$ cat src/rtl/muxbus_pkg.sv
package muxbus_pkg;
    localparam int SEG_W = 2;

    typedef enum logic [2:0] {
        PH_IDLE = 3'd0,
        PH_T1   = 3'd1,
        PH_T2   = 3'd2,
        PH_T3   = 3'd3,
        PH_TW   = 3'd4,
        PH_T4   = 3'd5
    } phase_e;
endpackage

$ cat src/rtl/muxbus_phase_fsm.sv
module muxbus_phase_fsm
    import muxbus_pkg::*;
(
    input  logic   clk,
    input  logic   rst_n,
    input  logic   start,
    input  logic   ready,
    output phase_e phase,
    output logic   cap
);
    phase_e nxt;

    always_ff @(posedge clk or negedge rst_n) begin
        if (!rst_n) phase <= PH_IDLE;
        else        phase <= nxt;
    end

    always_comb begin
        nxt = PH_IDLE;
        unique case (phase)
            PH_IDLE: nxt = start ? PH_T1 : PH_IDLE;
            PH_T1:   nxt = PH_T2;
            PH_T2:   nxt = PH_T3;
            PH_T3:   nxt = ready ? PH_T4 : PH_TW;
            PH_TW:   nxt = ready ? PH_T4 : PH_TW;
            PH_T4:   nxt = PH_IDLE;
            default: nxt = PH_IDLE;
        endcase
    end

    assign cap = ((phase == PH_T3) || (phase == PH_TW)) && ready;

    // ready low in the data phase inserts a wait state
    p_wait_insert_r7: assert property (@(posedge clk) disable iff (!rst_n)
        ((phase == PH_T3 || phase == PH_TW) && !ready) |=> (phase == PH_TW));
    // ready high in the data phase moves to T4
    p_ready_exit_r7: assert property (@(posedge clk) disable iff (!rst_n)
        ((phase == PH_T3 || phase == PH_TW) && ready) |=> (phase == PH_T4));
    // T4 always returns to IDLE
    p_t4_to_idle_r9: assert property (@(posedge clk) disable iff (!rst_n)
        (phase == PH_T4) |=> (phase == PH_IDLE));
endmodule

$ cat src/rtl/muxbus_lane_steer.sv
module muxbus_lane_steer #(
    parameter int DW = 16
) (
    input  logic          word,
    input  logic          a0,
    input  logic [DW-1:0] wdata,
    input  logic [DW-1:0] bus_in,
    output logic [DW-1:0] wlanes,
    output logic [DW-1:0] rdata,
    output logic          bhe_n
);
    localparam int LW = DW / 2;

    always_comb begin
        if (word) begin
            wlanes = wdata;
            rdata  = bus_in;
            bhe_n  = 1'b0;
        end else if (a0) begin
            wlanes = {wdata[LW-1:0], {LW{1'b0}}};
            rdata  = {{LW{1'b0}}, bus_in[DW-1:LW]};
            bhe_n  = 1'b0;
        end else begin
            wlanes = {{LW{1'b0}}, wdata[LW-1:0]};
            rdata  = {{LW{1'b0}}, bus_in[LW-1:0]};
            bhe_n  = 1'b1;
        end
    end
endmodule

$ cat src/rtl/muxbus_cycle_ctrl.sv
module muxbus_cycle_ctrl
    import muxbus_pkg::*;
#(
    parameter int AW = 20,
    parameter int DW = 16
) (
    input  logic             clk,
    input  logic             rst_n,
    input  logic             req_valid,
    input  logic [AW-1:0]    req_addr,
    input  logic             req_write,
    input  logic             req_io,
    input  logic             req_word,
    input  logic [SEG_W-1:0] req_seg,
    input  logic [DW-1:0]    req_wdata,
    output logic [DW-1:0]    rsp_rdata,
    output logic             rsp_done,
    output logic [DW-1:0]    ad_out,
    output logic             ad_oe,
    input  logic [DW-1:0]    ad_in,
    output logic [AW-DW-1:0] hi_out,
    output logic             ale,
    output logic             rd_n,
    output logic             wr_n,
    output logic             bhe_n,
    output logic             dir_tx,
    output logic             io_sel,
    input  logic             ready
);
    localparam int HI_W = AW - DW;

    phase_e           phase;
    logic             cap;
    logic             accept;
    logic [AW-1:0]    q_addr;
    logic             q_write;
    logic             q_io;
    logic             q_word;
    logic [SEG_W-1:0] q_seg;
    logic [DW-1:0]    q_wdata;
    logic [DW-1:0]    wlanes;
    logic [DW-1:0]    rd_lane;
    logic             lane_bhe_n;
    logic [DW-1:0]    addr_lo;
    logic [HI_W-1:0]  status;

    assign accept  = (phase == PH_IDLE) && req_valid;
    assign addr_lo = q_word ? {q_addr[DW-1:1], 1'b0} : q_addr[DW-1:0];
    assign status  = {{(HI_W-SEG_W){1'b0}}, q_seg};

    muxbus_phase_fsm u_fsm (
        .clk   (clk),
        .rst_n (rst_n),
        .start (req_valid),
        .ready (ready),
        .phase (phase),
        .cap   (cap)
    );

    muxbus_lane_steer #(.DW(DW)) u_lane (
        .word   (q_word),
        .a0     (q_addr[0]),
        .wdata  (q_wdata),
        .bus_in (ad_in),
        .wlanes (wlanes),
        .rdata  (rd_lane),
        .bhe_n  (lane_bhe_n)
    );

    always_ff @(posedge clk or negedge rst_n) begin
        if (!rst_n) begin
            q_addr  <= '0;
            q_write <= 1'b0;
            q_io    <= 1'b0;
            q_word  <= 1'b0;
            q_seg   <= '0;
            q_wdata <= '0;
        end else if (accept) begin
            q_addr  <= req_addr;
            q_write <= req_write;
            q_io    <= req_io;
            q_word  <= req_word;
            q_seg   <= req_seg;
            q_wdata <= req_wdata;
        end
    end

    always_ff @(posedge clk or negedge rst_n) begin
        if (!rst_n)             rsp_rdata <= '0;
        else if (cap && !q_write) rsp_rdata <= rd_lane;
    end

    always_comb begin
        ale      = 1'b0;
        ad_out   = '0;
        ad_oe    = 1'b0;
        hi_out   = '0;
        rd_n     = 1'b1;
        wr_n     = 1'b1;
        bhe_n    = 1'b1;
        dir_tx   = 1'b1;
        io_sel   = 1'b0;
        rsp_done = 1'b0;
        if (phase != PH_IDLE) begin
            bhe_n  = lane_bhe_n;
            dir_tx = q_write;
            io_sel = q_io;
        end
        unique case (phase)
            PH_IDLE: ;
            PH_T1: begin
                ale    = 1'b1;
                ad_oe  = 1'b1;
                ad_out = addr_lo;
                hi_out = q_addr[AW-1:DW];
            end
            PH_T2, PH_T3, PH_TW: begin
                hi_out = status;
                if (q_write) begin
                    ad_oe  = 1'b1;
                    ad_out = wlanes;
                    wr_n   = 1'b0;
                end else begin
                    rd_n   = 1'b0;
                end
            end
            PH_T4: begin
                hi_out   = status;
                rsp_done = 1'b1;
                if (q_write) begin
                    ad_oe  = 1'b1;
                    ad_out = wlanes;
                end
            end
            default: ;
        endcase
    end

    // address strobe lasts one clock and comes with driven lines
    p_ale_single_r2: assert property (@(posedge clk) disable iff (!rst_n)
        ale |=> !ale);
    p_ale_drives_r2: assert property (@(posedge clk) disable iff (!rst_n)
        ale |-> ad_oe);
    // strobes exclusive, lines released while reading
    p_rd_wr_excl_r5: assert property (@(posedge clk) disable iff (!rst_n)
        !rd_n |-> wr_n);
    p_read_release_r5: assert property (@(posedge clk) disable iff (!rst_n)
        !rd_n |-> !ad_oe);
    // done is a single-clock pulse
    p_done_pulse_r9: assert property (@(posedge clk) disable iff (!rst_n)
        rsp_done |=> !rsp_done);
    // byte enable stays put across the cycle after T1
    p_bhe_stable_r4: assert property (@(posedge clk) disable iff (!rst_n)
        (!ale && phase != PH_IDLE) |-> $stable(bhe_n));
    // read result only moves on a capture
    p_rdata_hold_r8: assert property (@(posedge clk) disable iff (!rst_n)
        !cap |=> $stable(rsp_rdata));
endmodule

$ cat config.mk
export PLATFORM = sky130hd
export DESIGN_NAME = muxbus_cycle_ctrl
export DESIGN_NICKNAME = d
export VERILOG_FILES = /design/src/rtl/muxbus_pkg.sv /design/src/rtl/muxbus_phase_fsm.sv /design/src/rtl/muxbus_lane_steer.sv /design/src/rtl/muxbus_cycle_ctrl.sv
export SDC_FILE = /design/constraint.sdc
export NUM_CORES = 1
export LEC_CHECK = 0
export BUFFER_PORTS_ARGS = -buffer_cell sky130_fd_sc_hd__buf_2
export CORE_MARGIN = 1.5
export CORE_UTILIZATION = 40
export CTS_CLUSTER_DIAMETER = 50
export DETAILED_ROUTE_END_ITERATION = 8
export PLACE_DENSITY = 0.66
export SKIP_LAST_GASP = 1
export SLEW_MARGIN = 30
export SYNTH_ARGS = -nofsm -noshare
export SYNTH_HDL_FRONTEND = slang
export SYNTH_HIERARCHICAL = 1
export SYNTH_SLANG_ARGS = --single-unit
$ cat constraint.sdc
create_clock -name clk -period 4.9 [get_ports clk]
set_input_delay 0.245 -clock clk [delete_from_list [all_inputs] [get_ports clk]]
set_output_delay 0.245 -clock clk [all_outputs]
set_load 0.01 [all_outputs]
==> impl_metrics.csv, run 1 <==
group,metric,value,unit
timing,finClkSkew,0.005671,ns
routing,drt-pass1-iter-count,4,
logic_synthesis,synth_cell_type_count,32,
logic_synthesis,synth_top_area_share,50.15,%
job,cap_viol_max_count,0,
worst_setup_path,cp-end-kind,"primary output",
logic_synthesis,synth_edf_count,0,
routing,wl_per_cell,15.42,um
die,die_x,89.52,um
global_routing,antenna_found_initial,0,
placed_design,hpwlAfterDp,4592,um
routing,num_vias,2187,
routing,ant_nets,0,
timing,setup_violations,0,
logic_synthesis,synth_fp_nets,287,
power_and_ir_drop,irDropWorstVdd,0.2791,mV
clock_network,clk_pin_slew_worst_paths,0.06,ns
global_routing,grt_max_degree,61,
die,core-area,7253,sq um
finish,post-route-cell-area,3729,sq um
timing,tns,0,ns
routing,totalWireLength,6647,um
timing,rsz0062_at_grt,"false",
finish,area_growth,24.53,%
finish,final_layout_size_suffix_gt1_share,57.53,%
worst_setup_path,crit_arrival,2.37,ns
status,outcome,"finished, final reports clean",
global_routing,grt_pass1_vias,2256,
clock_network,cts-root-buf,"clkbuf_8",
finish,n_antenna_cell,0,
placed_design,gp_congestion,0.7533,
worst_setup_path,cp_max_fo,23,
global_routing,grt.total_usage,17.70,%
worst_setup_path,crit_buf_inv,1,
clock_network,worstSkewPairLatency,0.33,ns
worst_setup_path,path_class,"reg2out",
timing,hold_viol,0,
worst_setup_path,start_kind,"flip-flop",
placed_design,dpl_cell_area,3552,sq um
die,die_area,8013,sq um
die,die_y,89.52,um
timing,slew_violations,0,
placed_design,numPortBuffers,104,
clock_network,cts_buffers,9,
clock_network,cts_setup_buffers,0,
die,io_pins,105,
worst_setup_path,critPathTopFamily,"simple AND/OR/NAND/NOR gates",
clock_network,clock-sinks,60,
timing,finalCriticalPeriod,2.616,ns
power_and_ir_drop,finalPower,2.480,mW
worst_setup_path,cp_slowest_cell,"dfrtp_1",
power_and_ir_drop,power_density,665.0,nW/um^2
clock_network,cts_resized,0,
routing,drc_errors,0,
timing,maxSlewHeadroom,35.57,%
timing,worst_pin_slew,0.9657,ns
worst_setup_path,cp.required,4.66,ns
logic_synthesis,yosys.area.top_type,"dfrtp_1",
timing,period_share,53.39,%
logic_synthesis,ys_async_sr_fraction,100.0,%
worst_setup_path,worstPathCellList,"nand2b_1 -> and2_1 -> a32o_1 -> buf_2",
worst_setup_path,max_stage_delay,0.80,ns
logic_synthesis,synth_area,2994,sq um
logic_synthesis,synth_area_leaders,"dfrtp_1 (50%), mux2_2 (23%), a32o_1 (5.3%)",
finish,fin_nets,389,
routing,via_per_inst,5.074,
global_routing,grt_first_pass_wirelength,10590,um
logic_synthesis,synth.avg_cell_area,13.25,sq um
logic_synthesis,synth_cells,226,
worst_hold_path,min_path_type,"in2async",
clock_network,h-tree-depth,3,
timing,clock.fmax,382.3,MHz
clock_network,cts_max_path_buffers,2,
logic_synthesis,yosysWarnings,6,
logic_synthesis,ys_seq_elements,60,
global_routing,grt-ovfl-total,0,
logic_synthesis,yosysSeqAreaShare,50.15,%
clock_network,ctsHoldBuffers,0,
logic_synthesis,synth_common_cells,"dfrtp_1 (60), mux2_2 (60), and2_1 (19), a32o_1 (16)",
die,row_count,31,
power_and_ir_drop,p_leak,1.787,nW
logic_synthesis,synthFlopType,"dfrtp_1",
die,start_util,41.28,%
routing,first_iter_violations,71,
clock_network,cts_tree,"built",
[power by group]
part / total (mW) / internal [mW] / switching (mW) / leakage [nW]
sequential: 0.968 / 0.738 / 0.230 / 0.722
combinational: 1.13 / 0.624 / 0.504 / 0.976
clock: 0.384 / 0.207 / 0.177 / 0.0893
total: 2.48 / 1.57 / 0.910 / 1.79
[path summary, 6_finish.rpt]
kind	to	slack, ns	start	cells after the start
worst max register to register	rsp_rdata[4]	2.62	q_word	3
min in group clk	q_addr[2]	0.13	req_addr[2]	2
max in group asynchronous	q_addr[0]	4.30	rst_n	2
worst min-delay path	rsp_rdata[0]	0.05	rst_n	2
worst min register to register	q_addr[1]	0.50	q_addr[1]	1
worst max-delay path	ad_out[0]	2.28	q_word	4
[metrics by stage]
step | setup slack, ns | hold slack [ns] | cells | util [%]
6_report | 2.284 | 0.04983 | 431 | 51.41
5_1_grt | 2.129 | 0.1335 | 431 | 51.41
4_1_cts | 2.206 | 0.1046 | 430 | 51.30
3_5_place_dp | 2.313 | 0.4612 | 415 | 48.97
3_3_place_gp | 2.344 | 0.4612 | 415 | 48.97
2_1_floorplan | 3.024 | -0.05059 | 226 | -
[registers in the layout, summed over array words and instances, names as in the netlist]
register     flops
q_addr          20
q_wdata         16
rsp_rdata       16
u_fsm/phase      3
q_seg            2
q_io             1
q_word           1
q_write          1
[cell usage in the layout (no fill, tap or decap)]
| cell | Yosys | layout |
|---|---|---|
| a21o_1 | 1 | 1 |
| nor2b_1 | 7 | 7 |
| mux2_1 | 3 | 3 |
| buf_4 | 0 | 5 |
| inv_1 | 1 | 1 |
| nor3b_1 | 2 | 1 |
| and2_1 | 19 | 19 |
| mux2_2 | 60 | 60 |
| a32o_1 | 16 | 16 |
| nand3_1 | 1 | 1 |
| nor3_1 | 1 | 1 |
| nor3b_2 | 0 | 1 |
| buf_2 | 7 | 104 |
| and3b_1 | 2 | 2 |
| o21bai_1 | 1 | 1 |
| xor2_2 | 1 | 1 |
| o22ai_2 | 1 | 1 |
| clkbuf_1 | 5 | 2 |
| or2_2 | 2 | 2 |
| a21oi_1 | 1 | 1 |
| nor4b_4 | 1 | 1 |
| clkinv_2 | 0 | 2 |
| a211o_1 | 2 | 2 |
| nand2_1 | 6 | 6 |
| dfrtp_1 | 60 | 60 |
| nor4bb_1 | 2 | 2 |
| xnor2_1 | 1 | 1 |
| o32ai_1 | 1 | 1 |
| nand2b_4 | 1 | 1 |
| o21ai_0 | 2 | 2 |
| nand2b_1 | 2 | 2 |
| clkbuf_8 | 0 | 11 |
| mux2_4 | 2 | 2 |
| a22o_1 | 6 | 6 |
| nor2_1 | 3 | 3 |
[layout make-up]
class,instances,area [sq um]
sequential,60,1501
inverter,1,3.754
timing repair buffer,109,558.0
fill,666,3525
multi-input combinational,147,1373
clock buffer,13,158.9
tap,99,123.9
clock inverter,2,10.01
[kinds of logic after synthesis]
logic type	synth area share [%]
multiplexers	24.70
flip-flops	50.15
AND/OR/NAND/NOR	10.74
AO/OA/AOI/OAI	9.402
buffers and inverters	4.179
XOR/XNOR	0.8360
[metal layers]
metal	GRT usage, %	vias up	wire [um]
li1	-	1029	-
met1	22.00	1085	3036
met5	0	-	0
met3	5.540	6	410
met2	29.53	67	3125
met4	5.455	0	74
(Power assumes the default switching activity.)
==> inputs of run 2 (changes only) <==
- clock period: 4.9 -> 2.5 ns (I/O delays scaled with it)
==> run 2 against run 1 <==
Against the previous run: routed wire length is 0.18% lower; power is 110% higher; sequential power is 83% higher; cell area is 3.4% higher.
==> impl_metrics.csv, run 2 (synthesis results as in run 1) <==
group,metric,value,unit
power_and_ir_drop,power.switching,1.812,mW
finish,layout_common_cells,"buf_2 (103), mux2_2 (60), dfrtp_1 (60)",
timing,rsz0062_at_grt,"false",
timing,finClkSkew,0.007218,ns
global_routing,grt_pass1_vias,2116,
worst_setup_path,max_stage_delay,0.47,ns
die,row_count,31,
worst_setup_path,path_class,"reg2out",
timing,period_share,84.55,%
die,die_area,8013,sq um
timing,setup_slack,0.3862,ns
global_routing,grt-ovfl-total,0,
routing,via_per_inst,4.982,
worst_setup_path,crit_arrival,1.99,ns
job,cap_viol_max_count,0,
die,die_y,89.52,um
power_and_ir_drop,p_int,3.374,mW
worst_setup_path,cp_slowest_cell,"dfrtp_1",
clock_network,clock-sinks,60,
die,start_util,41.28,%
worst_setup_path,critPathTopFamily,"simple AND/OR/NAND/NOR gates",
clock_network,clk_pin_slew_worst_paths,0.07,ns
routing,drt-pass1-iter-count,4,
clock_network,cts_buffers,9,
power_and_ir_drop,irDropWorstVdd,0.5693,mV
power_and_ir_drop,seqPwrFrac,34.1,%
timing,tns,0,ns
die,io_pins,105,
power_and_ir_drop,switching_share,34.94,%
finish,final_layout_size_suffix_gt1_share,58.53,%
routing,num_vias,2187,
global_routing,grt_max_degree,41,
timing,hold_viol,0,
timing,slew_violations,0,
finish,fin_nets,396,
timing,clock.fmax,473.1,MHz
placed_design,hpwlAfterDp,4561,um
finish,n_antenna_cell,0,
timing,finalCriticalPeriod,2.114,ns
routing,wl_per_cell,15.11,um
worst_setup_path,cp-end-kind,"primary output",
timing,setup_violations,0,
clock_network,worstSkewPairLatency,0.33,ns
clock_network,cts_tree,"built",
power_and_ir_drop,clockPowerShare,19.6,%
routing,totalWireLength,6635,um
routing,first_iter_violations,66,
worst_setup_path,start_kind,"flip-flop",
worst_setup_path,cp.required,2.38,ns
clock_network,cts_max_path_buffers,2,
status,outcome,"finished, final reports clean",
worst_setup_path,cp_max_fo,15,
finish,largest_reg_flops,20,
power_and_ir_drop,pwr-share-comb,46.3,%
clock_network,cts-root-buf,"clkbuf_8",
worst_setup_path,worstPathCellList,"nand2b_1 -> and2_1 -> a32o_1 -> buf_2",
global_routing,grt_first_pass_wirelength,10710,um
finish,area_growth,28.71,%
die,die_x,89.52,um
global_routing,grt.total_usage,17.75,%
routing,ant_nets,0,
power_and_ir_drop,power_density,1346,nW/um^2
worst_setup_path,crit_buf_inv,1,
clock_network,h-tree-depth,3,
placed_design,gp_congestion,0.7282,
timing,worst_pin_slew,0.7399,ns
finish,final_common_cell,"buf_2",
placed_design,numPortBuffers,104,
die,core-area,7253,sq um
power_and_ir_drop,p_leak,1.848,nW
worst_hold_path,min_path_type,"in2reg",
timing,maxSlewHeadroom,50.67,%
clock_network,cts_resized,0,
finish,reg_top3,"q_addr x20, q_wdata x16, rsp_rdata x16",
finish,top_register,"q_addr",
routing,drc_errors,0,
placed_design,post-place-ws,0.5008,ns
global_routing,antenna_found_initial,0,
## run 2: changes by cell type in the layout (fill, tap and decap cells not counted), sizes merged
cell         delta
buf             +6
bufinv          +2
clkinv          -2
clkinvlp        +1
dlygate4sd3     +1
## run 2: cell type report
| cell class | instances | area, sq um |
|---|---|---|
| fillers | 675 | 3400 |
| flip-flops and latches | 60 | 1501 |
| multi-input cells | 147 | 1373 |
| repair buffers | 116 | 615.6 |
| clock buffers | 13 | 168.9 |
| well taps | 99 | 123.9 |
| clock inverters | 3 | 67.56 |
| inverters | 1 | 3.754 |
## run 2: path summary, 6_finish.rpt
path	end	cells after the start	start	slack, ns
worst max-delay path	ad_out[0]	4	q_addr[0]	0.39
worst min-delay path	q_addr[1]	2	req_addr[1]	0.02
worst max register to register	rsp_rdata[8]	6	u_fsm/phase[2]	0.51
worst min register to register	q_addr[1]	1	q_addr[1]	0.50
max in group asynchronous	q_wdata[6]	3	rst_n	1.63
min in group asynchronous	q_seg[0]	2	rst_n	0.31
## run 2: what timing repair did
item	4_1_cts	5_1_grt
endpoints found under the hold margin	38	0
setup buffers	0	0
hold buffers	1	0
## run 2: stage by stage
step | power, mW | cell area [sq um] | instances | utilization, % | hold WS [ns]
6_report | 5.186 | 3854 | 439 | 53.13 | 0.01683
5_1_grt | 5.577 | 3854 | 439 | 53.13 | 0.007184
4_1_cts | 5.252 | 3851 | 439 | 53.10 | 0.009424
3_5_place_dp | 4.218 | 3605 | 422 | 49.70 | 0.3101
3_3_place_gp | 4.174 | 3605 | 422 | 49.70 | 0.3108
2_1_floorplan | 3.452 | 2994 | 226 | - | -0.1706
## run 2: power by group through the flow
| stage | clock [mW] | sequential [mW] | combinational, mW |
|---|---|---|---|
| floorplan | 0 | 1.77 | 1.68 |
| global placement | 0 | 1.78 | 2.40 |
| detailed placement | 0 | 1.79 | 2.43 |
| CTS | 1.04 | 1.77 | 2.44 |
| global route | 1.09 | 1.85 | 2.64 |
| finish | 1.02 | 1.77 | 2.40 |
## run 2: worst reg2reg max path, stage by stage (launching register included)
cell	delay [ns]
dfrtp_1	0.76
nand2b_4	0.09
o22ai_2	0.16
and2_1	0.14
nor2b_1	0.12
buf_4	0.24
mux2_2	0.36
## run 2: metal layers
layer	GRT usage, %	wire, um	up-vias
li1	-	-	1042
met1	24.05	3131	1067
met2	27.61	3039	69
met3	4.709	361	9
met4	6.014	102	0
met5	0	0	-
==> inputs of run 3 (changes only) <==
- clock period: 2.5 -> 2.2 ns (I/O delays scaled with it)
==> run 3 against run 2 <==
Against the previous run: utilization rose by 1.6 points; die area did not move; non-clock buffer count rose by 15; sequential power rose by 11%; clock power fell by 8%; combinational power rose by 19%; sequential share of layout area fell by 1.2 points; register-to-register slack barely moved; sequential cell count did not move; critical path type unchanged; highest routed layer unchanged.
==> impl_metrics.csv, run 3 (synthesis results as in run 1) <==
group,metric,value,unit
status,outcome,"finished, final reports clean",
timing,slew_violations,0,
finish,largest_reg_flops,20,
worst_setup_path,worstPathCellList,"buf_4 -> xor2_2 -> buf_4 -> a32o_1 -> buf_2",
global_routing,grt-ovfl-total,0,
timing,finalCriticalPeriod,1.948,ns
finish,layout_common_cells,"buf_2 (104), mux2_2 (60), dfrtp_1 (60)",
power_and_ir_drop,p_leak,1.896,nW
placed_design,hpwlAfterDp,4660,um
clock_network,cts_resized,0,
worst_setup_path,cp.required,2.09,ns
routing,first_iter_violations,111,
routing,totalWireLength,6948,um
global_routing,grt.total_usage,18.18,%
die,die_x,89.52,um
worst_setup_path,cp_max_fo,18,
timing,maxSlewHeadroom,60.57,%
die,row_count,31,
worst_setup_path,crit_arrival,1.84,ns
global_routing,grt_max_degree,42,
finish,final_common_cell,"buf_2",
timing,finClkSkew,0.004043,ns
finish,reg_top3,"q_addr x20, q_wdata x16, rsp_rdata x16",
worst_setup_path,cp-end-kind,"primary output",
power_and_ir_drop,power_density,1452,nW/um^2
placed_design,numPortBuffers,104,
worst_setup_path,max_stage_delay,0.45,ns
clock_network,cts_tree,"built",
routing,drt-pass1-iter-count,4,
timing,rsz0062_at_grt,"false",
clock_network,cts_buffers,9,
clock_network,h-tree-depth,3,
die,start_util,41.28,%
finish,n_antenna_cell,0,
timing,tns,0,ns
finish,fill_cells,676,
finish,area_growth,32.64,%
die,die_y,89.52,um
finish,final_util,54.75,%
clock_network,cts_max_path_buffers,2,
clock_network,cts-root-buf,"clkbuf_8",
worst_setup_path,cp_common_cell,"buf_4",
clock_network,worstSkewPairLatency,0.33,ns
routing,num_vias,2254,
finish,top_register,"q_addr",
timing,setup_violations,0,
timing,worst_pin_slew,0.5914,ns
die,die_area,8013,sq um
clock_network,clk_pin_slew_worst_paths,0.07,ns
job,cap_viol_max_count,0,
timing,period_share,88.56,%
routing,drc_errors,0,
worst_setup_path,start_kind,"flip-flop",
finish,final_layout_size_suffix_gt1_share,56.06,%
placed_design,gp_congestion,0.7144,
worst_setup_path,path_class,"reg2out",
worst_setup_path,r2r_setup_slack,0.50,ns
timing,hold_viol,0,
die,io_pins,105,
global_routing,antenna_found_initial,0,
clock_network,clock-sinks,60,
global_routing,grt_pass1_vias,2174,
timing,clock.fmax,513.3,MHz
global_routing,grt_first_pass_wirelength,10640,um
worst_setup_path,cp_slowest_cell,"dfrtp_1",
placed_design,post-place-ws,0.5097,ns
power_and_ir_drop,irDropWorstVdd,0.6181,mV
routing,via_per_inst,4.965,
routing,ant_nets,0,
finish,fin_nets,411,
worst_hold_path,min_path_type,"in2reg",
die,core-area,7253,sq um
routing,wl_per_cell,15.30,um
timing,setup_slack,0.2516,ns
-- run 3: changes by cell type in the layout (fill, tap and decap cells not counted), sizes merged --
cell         before  now
bufinv            2    1
clkbuf           13   11
clkinv            0    3
dlygate4sd3       1   15
buf             115  116
-- run 3: per-layer routing --
layer / GRT usage, % / part of all wire, % / vias up
li1: - / - / 1068
met1: 23.73 / 46 / 1102
met2: 28.78 / 47 / 78
met3: 5.540 / 6.0 / 6
met4: 6.294 / 0.91 / 0
met5: 0 / 0 / -
-- run 3: power breakdown --
group	internal (mW)	switching, mW	leakage (nW)
registers	1.65	0.316	0.722
logic	1.51	1.35	1.08
clock network	0.518	0.422	0.0931
-- run 3: final cells by class --
type | count | area, sq um | share of cell area [%]
sequential | 60 | 1501 | 37.81
multi-input combinational | 147 | 1373 | 34.56
timing repair buffer | 131 | 785.8 | 19.79
clock buffer | 11 | 131.4 | 3.308
tap | 99 | 123.9 | 3.119
clock inverter | 5 | 52.55 | 1.323
inverter | 1 | 3.754 | 0.09452
-- run 3: worst max-delay path: cells and delay by family (launching register included) --
family | cells | cell delay, ns
xor gates and xnor gates | 1 | 0.17
buffers and inverters | 3 | 0.58
DFF | 1 | 0.45
AOI/OAI and AO/OA | 1 | 0.30
-- run 3: path summary, 6_finish.rpt --
kind                                      from  cells after the start    endpoint
max in group asynchronous                rst_n                      3  q_wdata[7]
worst min-delay path              req_addr[10]                      2  q_addr[10]
min in group asynchronous                rst_n                      2    q_seg[0]
worst max register to register  u_fsm/phase[2]                      4   q_addr[0]
worst min register to register       q_addr[2]                      1   q_addr[2]
worst max-delay path            u_fsm/phase[1]                      5  ad_out[12]
-- run 3: stage by stage --
stage               total power [mW]  area, sq um  instances  hold WS (ns)
floorplan                      3.923         2994        226       -0.1856
global placement               4.786         3637        423        0.1430
detailed placement             4.848         3637        423        0.1404
CTS                            5.815         3941        451     0.0003013
global route                   6.190         3971        454      0.002190
finish                         5.767         3971        454      0.009081
-- run 3: repair_timing --
item                      4_1_cts  5_1_grt
hold endpoints to repair       34        3
buffers inserted                0        0
hold buffers                   12        3
